--- config.mk ---
export PLATFORM = sky130hd
export DESIGN_NAME = npc_pc_unit
export DESIGN_NICKNAME = d
export VERILOG_FILES = /design/src/rtl/npc_pkg.sv /design/src/rtl/npc_branch_gate.sv /design/src/rtl/npc_source_mux.sv /design/src/rtl/npc_exc_capture.sv /design/src/rtl/npc_pc_unit.sv
export SDC_FILE = /design/constraint.sdc
export NUM_CORES = 1
export LEC_CHECK = 0
export BUFFER_PORTS_ARGS = -buffer_cell sky130_fd_sc_hd__buf_2
export CAP_MARGIN = 10
export CORE_MARGIN = 5
export CORE_UTILIZATION = 45
export DETAILED_ROUTE_END_ITERATION = 8
export GPL_ROUTABILITY_DRIVEN = 0
export PLACE_DENSITY = 0.83
export RECOVER_POWER = 100
export SLEW_MARGIN = 10
export SYNTH_ARGS = -nofsm -noshare
export SYNTH_HDL_FRONTEND = slang
export SYNTH_SLANG_ARGS = --single-unit
--- constraint.sdc ---
create_clock -name clk -period 1.67 [get_ports clk]
set_clock_uncertainty 0.2 [all_clocks]
set_input_delay 0.0835 -clock clk [delete_from_list [all_inputs] [get_ports clk]]
set_output_delay 0.0835 -clock clk [all_outputs]
set_load 0.05 [all_outputs]
--- src/rtl/npc_pkg.sv ---
package npc_pkg;

    // PC source encodings; the control sequencer depends on these values
    typedef enum logic [2:0] {
        SRC_ALU    = 3'd0,
        SRC_ALUREG = 3'd1,
        SRC_JUMP   = 3'd2,
        SRC_TRAP   = 3'd3,
        SRC_RETURN = 3'd4
    } pc_src_e;

    localparam logic [31:0] TRAP_VECTOR_DEFAULT = 32'hC000_0000;

endpackage

--- src/rtl/npc_branch_gate.sv ---
module npc_branch_gate (
    input  logic clk,
    input  logic rst,
    input  logic pc_wr,
    input  logic pc_wr_cond,
    input  logic br_ne,
    input  logic alu_zero,
    output logic load_en
);

    logic cond_met;

    always_comb begin
        cond_met = br_ne ? !alu_zero : alu_zero;
        load_en  = pc_wr || (pc_wr_cond && cond_met);
    end

    // an unconditional write always enables the load
    a_r2_uncond_loads: assert property (@(posedge clk) disable iff (rst)
        pc_wr |-> load_en);

    // no strobe means no load
    a_r2_idle_no_load: assert property (@(posedge clk) disable iff (rst)
        (!pc_wr && !pc_wr_cond) |-> !load_en);

endmodule

--- src/rtl/npc_source_mux.sv ---
module npc_source_mux
    import npc_pkg::*;
#(
    parameter int          XLEN     = 32,
    parameter int          JUMP_W   = 26,
    parameter logic [31:0] TRAP_VEC = TRAP_VECTOR_DEFAULT
) (
    input  logic [2:0]               pc_sel,
    input  logic [XLEN-1:0]          alu_result,
    input  logic [XLEN-1:0]          alu_reg,
    input  logic [XLEN-JUMP_W-3:0]   pc_hi,
    input  logic [JUMP_W-1:0]        ir_target,
    input  logic [XLEN-1:0]          epc_val,
    output logic [XLEN-1:0]          next_pc,
    output logic                     sel_valid
);

    logic [XLEN-1:0] jump_addr;

    always_comb begin
        jump_addr = {pc_hi, ir_target, 2'b00};
        next_pc   = '0;
        sel_valid = 1'b1;
        case (pc_src_e'(pc_sel))
            SRC_ALU:    next_pc = alu_result;
            SRC_ALUREG: next_pc = alu_reg;
            SRC_JUMP:   next_pc = jump_addr;
            SRC_TRAP:   next_pc = TRAP_VEC[XLEN-1:0];
            SRC_RETURN: next_pc = epc_val;
            default:    sel_valid = 1'b0;
        endcase
    end

endmodule

--- src/rtl/npc_exc_capture.sv ---
module npc_exc_capture #(
    parameter int XLEN   = 32,
    parameter int CODE_W = 1
) (
    input  logic              clk,
    input  logic              rst,
    input  logic              epc_wr,
    input  logic [XLEN-1:0]   alu_result,
    input  logic              cause_wr,
    input  logic [CODE_W-1:0] cause_code,
    output logic [XLEN-1:0]   epc_q,
    output logic [XLEN-1:0]   cause_q
);

    localparam int PAD_W = XLEN - CODE_W;

    logic [XLEN-1:0] cause_ext;
    assign cause_ext = {{PAD_W{1'b0}}, cause_code};

    always_ff @(posedge clk) begin
        if (rst) begin
            epc_q   <= '0;
            cause_q <= '0;
        end else begin
            if (epc_wr)   epc_q   <= alu_result;
            if (cause_wr) cause_q <= cause_ext;
        end
    end

    // capture of the ALU result
    a_r8_epc_capture: assert property (@(posedge clk) disable iff (rst)
        epc_wr |=> epc_q == $past(alu_result));

    // hold when not written
    a_r8_epc_hold: assert property (@(posedge clk) disable iff (rst)
        !epc_wr |=> $stable(epc_q));

    // cause value zero-extended from the code
    a_r9_cause_load: assert property (@(posedge clk) disable iff (rst)
        cause_wr |=> (cause_q[CODE_W-1:0] == $past(cause_code)) && (cause_q[XLEN-1:CODE_W] == '0));

    // hold when not written
    a_r9_cause_hold: assert property (@(posedge clk) disable iff (rst)
        !cause_wr |=> $stable(cause_q));

endmodule

--- src/rtl/npc_pc_unit.sv ---
module npc_pc_unit
    import npc_pkg::*;
#(
    parameter int          XLEN     = 32,
    parameter int          JUMP_W   = 26,
    parameter int          CODE_W   = 1,
    parameter logic [31:0] TRAP_VEC = TRAP_VECTOR_DEFAULT
) (
    input  logic              clk,
    input  logic              rst,
    input  logic [XLEN-1:0]   alu_result,
    input  logic [XLEN-1:0]   alu_reg,
    input  logic [JUMP_W-1:0] ir_target,
    input  logic              alu_zero,
    input  logic              pc_wr,
    input  logic              pc_wr_cond,
    input  logic              br_ne,
    input  logic [2:0]        pc_sel,
    input  logic              epc_wr,
    input  logic              cause_wr,
    input  logic [CODE_W-1:0] cause_code,
    output logic [XLEN-1:0]   pc_q,
    output logic [XLEN-1:0]   epc_q,
    output logic [XLEN-1:0]   cause_q
);

    localparam int HI_W = XLEN - JUMP_W - 2;

    logic            load_en;
    logic            sel_valid;
    logic [XLEN-1:0] next_pc;

    npc_branch_gate u_gate (
        .clk        (clk),
        .rst        (rst),
        .pc_wr      (pc_wr),
        .pc_wr_cond (pc_wr_cond),
        .br_ne      (br_ne),
        .alu_zero   (alu_zero),
        .load_en    (load_en)
    );

    npc_source_mux #(
        .XLEN     (XLEN),
        .JUMP_W   (JUMP_W),
        .TRAP_VEC (TRAP_VEC)
    ) u_mux (
        .pc_sel     (pc_sel),
        .alu_result (alu_result),
        .alu_reg    (alu_reg),
        .pc_hi      (pc_q[XLEN-1 -: HI_W]),
        .ir_target  (ir_target),
        .epc_val    (epc_q),
        .next_pc    (next_pc),
        .sel_valid  (sel_valid)
    );

    npc_exc_capture #(
        .XLEN   (XLEN),
        .CODE_W (CODE_W)
    ) u_exc (
        .clk        (clk),
        .rst        (rst),
        .epc_wr     (epc_wr),
        .alu_result (alu_result),
        .cause_wr   (cause_wr),
        .cause_code (cause_code),
        .epc_q      (epc_q),
        .cause_q    (cause_q)
    );

    always_ff @(posedge clk) begin
        if (rst)
            pc_q <= '0;
        else if (load_en && sel_valid)
            pc_q <= next_pc;
    end

    // no enable, no change
    a_r2_pc_hold: assert property (@(posedge clk) disable iff (rst)
        !(pc_wr || (pc_wr_cond && (alu_zero != br_ne))) |=> $stable(pc_q));

    // trap vector
    a_r5_trap_vector: assert property (@(posedge clk) disable iff (rst)
        (load_en && pc_sel == 3'd3) |=> pc_q == TRAP_VEC[XLEN-1:0]);

    // return path takes the pre-edge EPC
    a_r6_return_old_epc: assert property (@(posedge clk) disable iff (rst)
        (load_en && pc_sel == 3'd4) |=> pc_q == $past(epc_q));

    // unused selects never move the PC
    a_r7_unused_sel: assert property (@(posedge clk) disable iff (rst)
        (pc_sel >= 3'd5) |=> $stable(pc_q));

    // reset clears all three registers
    a_r1_reset_clear: assert property (@(posedge clk)
        rst |=> (pc_q == '0 && epc_q == '0 && cause_q == '0));

endmodule

==> results.toml <==
[floorplanning]
start_util_pct = 45.3
coreArea_sq_um = 8090
rows = 33
boundaryPins = 198
die-area_sq_um = 10000
die_h_um = 100
die_x_um = 100

[logic_synthesis]
synthTopCellsByArea = "dfxtp_1 36%, mux2i_1 18%, buf_4 7.8%"
synth_xor_area_share_pct = 0.444
yosys_warnings = 0
synth_top_family_by_area = "compound AO/OA/AOI/OAI gates"
synth_cells = 372
synth_cell_type_count = 38
synth-simple-area-share_pct = 14.6
synth_ff_type = "dfxtp_1"
yosysTopAreaCell = "dfxtp_1"
synth_commonest_cells = "65 x dfxtp_1, 65 x mux2i_1, 64 x nor2_1"
synth.avg_cell_area_sq_um = 9.85
yosysSeqAreaShare_pct = 35.5
synth.area.mux_share_pct = 17.8
synth_edf_count = 0
synth_top_area_share_pct = 35.5
synthArstFlopShare_pct = 0
ys_ff_latch = 65
synth_compound_area_share_pct = 19.6
syn_area_sq_um = 3660
synth_fa_ha_area_share_pct = 0

[critical_path]
endpoint_kind = "primary output"
path_depth = 1
r2r_slack_ns = 0.31
crit_arrival_ns = 1.22
crit_slowest_cell = "clkbuf_1"
cp_cell_sequence = "clkbuf_1"
crit_fanout = 3
crit_family = "buffers and inverters"
r2r_start = "u_exc.cause_q[0]$_SDFFE_PP0P_"
cp_slowest_stage_delay_ns = 0.49
crit_type = "reg2out"
rr_worst_depth = 3
path_buf_inv = 1
start_kind = "register"
cp-startpoint = "u_exc.epc_q[22]$_SDFFE_PP0P_"
required_ns = 1.39

[finish]
antenna_cells = 0
nets = 701
final_layout_size_suffix_gt1_share_pct = 21.4
n_fill_cell = 746
fin_util_pct = 63.1
area_delta_synth_final_pct = 39.3

[clocking]
ctsHtreeMaxLevel = 3
cts_buffer_depth = 2
cts.reportedPaths.clkPinSlew_ns = 0.07
cts.sinks = 65
cts_buffers = 9
cts_tree = "yes"
clk_latency_ns = 0.34
cts_root_buf = "clkbuf_8"

[global_route]
grt-busiest-layer = "met2"
antenna_found_initial = 0
grt_max_degree = 66
grt_util_met1_pct = 25.7
gr-total-overflow = 0
met2_usage_pct = 42.6
track_usage_pct = 23.3
grt_pass1_wl_um = 18600
grt_pass1_vias = 3825
use_met3_pct = 6.12

[timing]
drv_slew = 0
finalCritPeriodShare_pct = 90.0
rsz0062_at_grt = "false"
maxSlewHeadroom_pct = 56.6
fin_crit_ns = 1.50
fmax_ghz = 0.665
finalHoldViolations = 0
tightestPinTransition_ns = 0.653
setup_violations = 0
tns_ns = 0

[power]
power_density_nw_per_um2 = 892
p_leak_nw = 2.23
total_power_mw = 4.55
power.ir.vdd_worst_mv = 0.409

[status]
run_status = "complete, no violations"

[run]
drv_cap = 0

[min_path]
hold_depth = 3
min_path_type = "in2reg"
min_from = "rst"

[detailed_routing]
drt-initial-drc-count = 90
avgViaCountPerCell = 5.25
wirelength_um = 12100
routedWlPerCell_um = 17.1
vias = 3715
route.detailed.drc = 0
ant_nets = 0
dr.pass1.iters = 4

[placed_design]
dp_hpwl_um = 8070
portBuffers = 166
==> flip-flops by register name, summed over array words and instances, names as in the netlist <==
signal and flops:
pc_q 32, u_exc.epc_q 32, u_exc.cause_q 1
==> cells by family after synthesis <==
| kind of cell | after synthesis |
|---|---|
| and+or+nand+nor | 102 |
| AOI/OAI and AO/OA | 74 |
| muxes | 65 |
| DFF | 65 |
| buffers and inverters | 64 |
| xor gates and xnor gates | 1 |
| other | 1 |
==> cell type report <==
cell class	count	area [sq um]	share of cell area, %
Multi-Input combinational cell	273	1940	38.0
Timing Repair Buffer	248	1530	29.9
Sequential cell	65	1300	25.5
Clock buffer	12	155	3.04
Tap cell	105	131	2.57
Clock inverter	3	40.0	0.784
Inverter	2	7.51	0.147
==> through the flow <==
stage / cell area (sq um) / worst slack (ns) / instances / hold slack (ns)
floorplan: 3780 / 0.343 / 402 / 0.0307
global placement: 4520 / 0.175 / 631 / 0.116
detailed placement: 4520 / 0.152 / 631 / 0.146
CTS: 5340 / 0.273 / 708 / 0.00919
global route: 5100 / 0.113 / 708 / 0.0331
finish: 5100 / 0.167 / 708 / 0.0187
==> what timing repair did <==
action,CTS,global route
resized for setup,0,0
hold buffers,62,0
buffers inserted,0,0
hold endpoints to repair,62,0
==> worst paths after layout <==
kind                                         to
hold / removal      u_exc.epc_q[7]$_SDFFE_PP0P_
setup reg to reg  u_exc.cause_q[0]$_SDFFE_PP0P_
hold reg to reg           pc_q[20]$_SDFFE_PP0P_
setup / recovery                      epc_q[22]
==> where the power goes <==
part / total (mW) / internal [mW] / switching (mW)
Combinational: 1.48 / 0.462 / 1.02
Sequential: 1.74 / 1.67 / 0.0729
Clock: 1.33 / 0.759 / 0.576
Total: 4.55 / 2.89 / 1.67
==> layer usage <==
metal	vias to the layer above	routed length (um)
met5	-	0
met4	0	207
met3	22	1100
met2	200	6240
met1	1750	4560
li1	1743	-
==> layout by cell type (no fill, tap or decap), types with 3 or more instances in the layout <==
cell type      instances
clkbuf_2               3
clkbuf_1              94
dlygate4sd3_1         62
nor3_1                 7
nor2_1                64
buf_12                 4
a21oi_1                7
mux2i_1               65
o2bb2ai_1             30
clkbuf_8              11
conb_1                31
buf_2                 70
a221oi_1              24
buf_4                 14
dfxtp_1               65
nor3_2                17
nand2_1                3
Power figures use the tool's default switching activity.
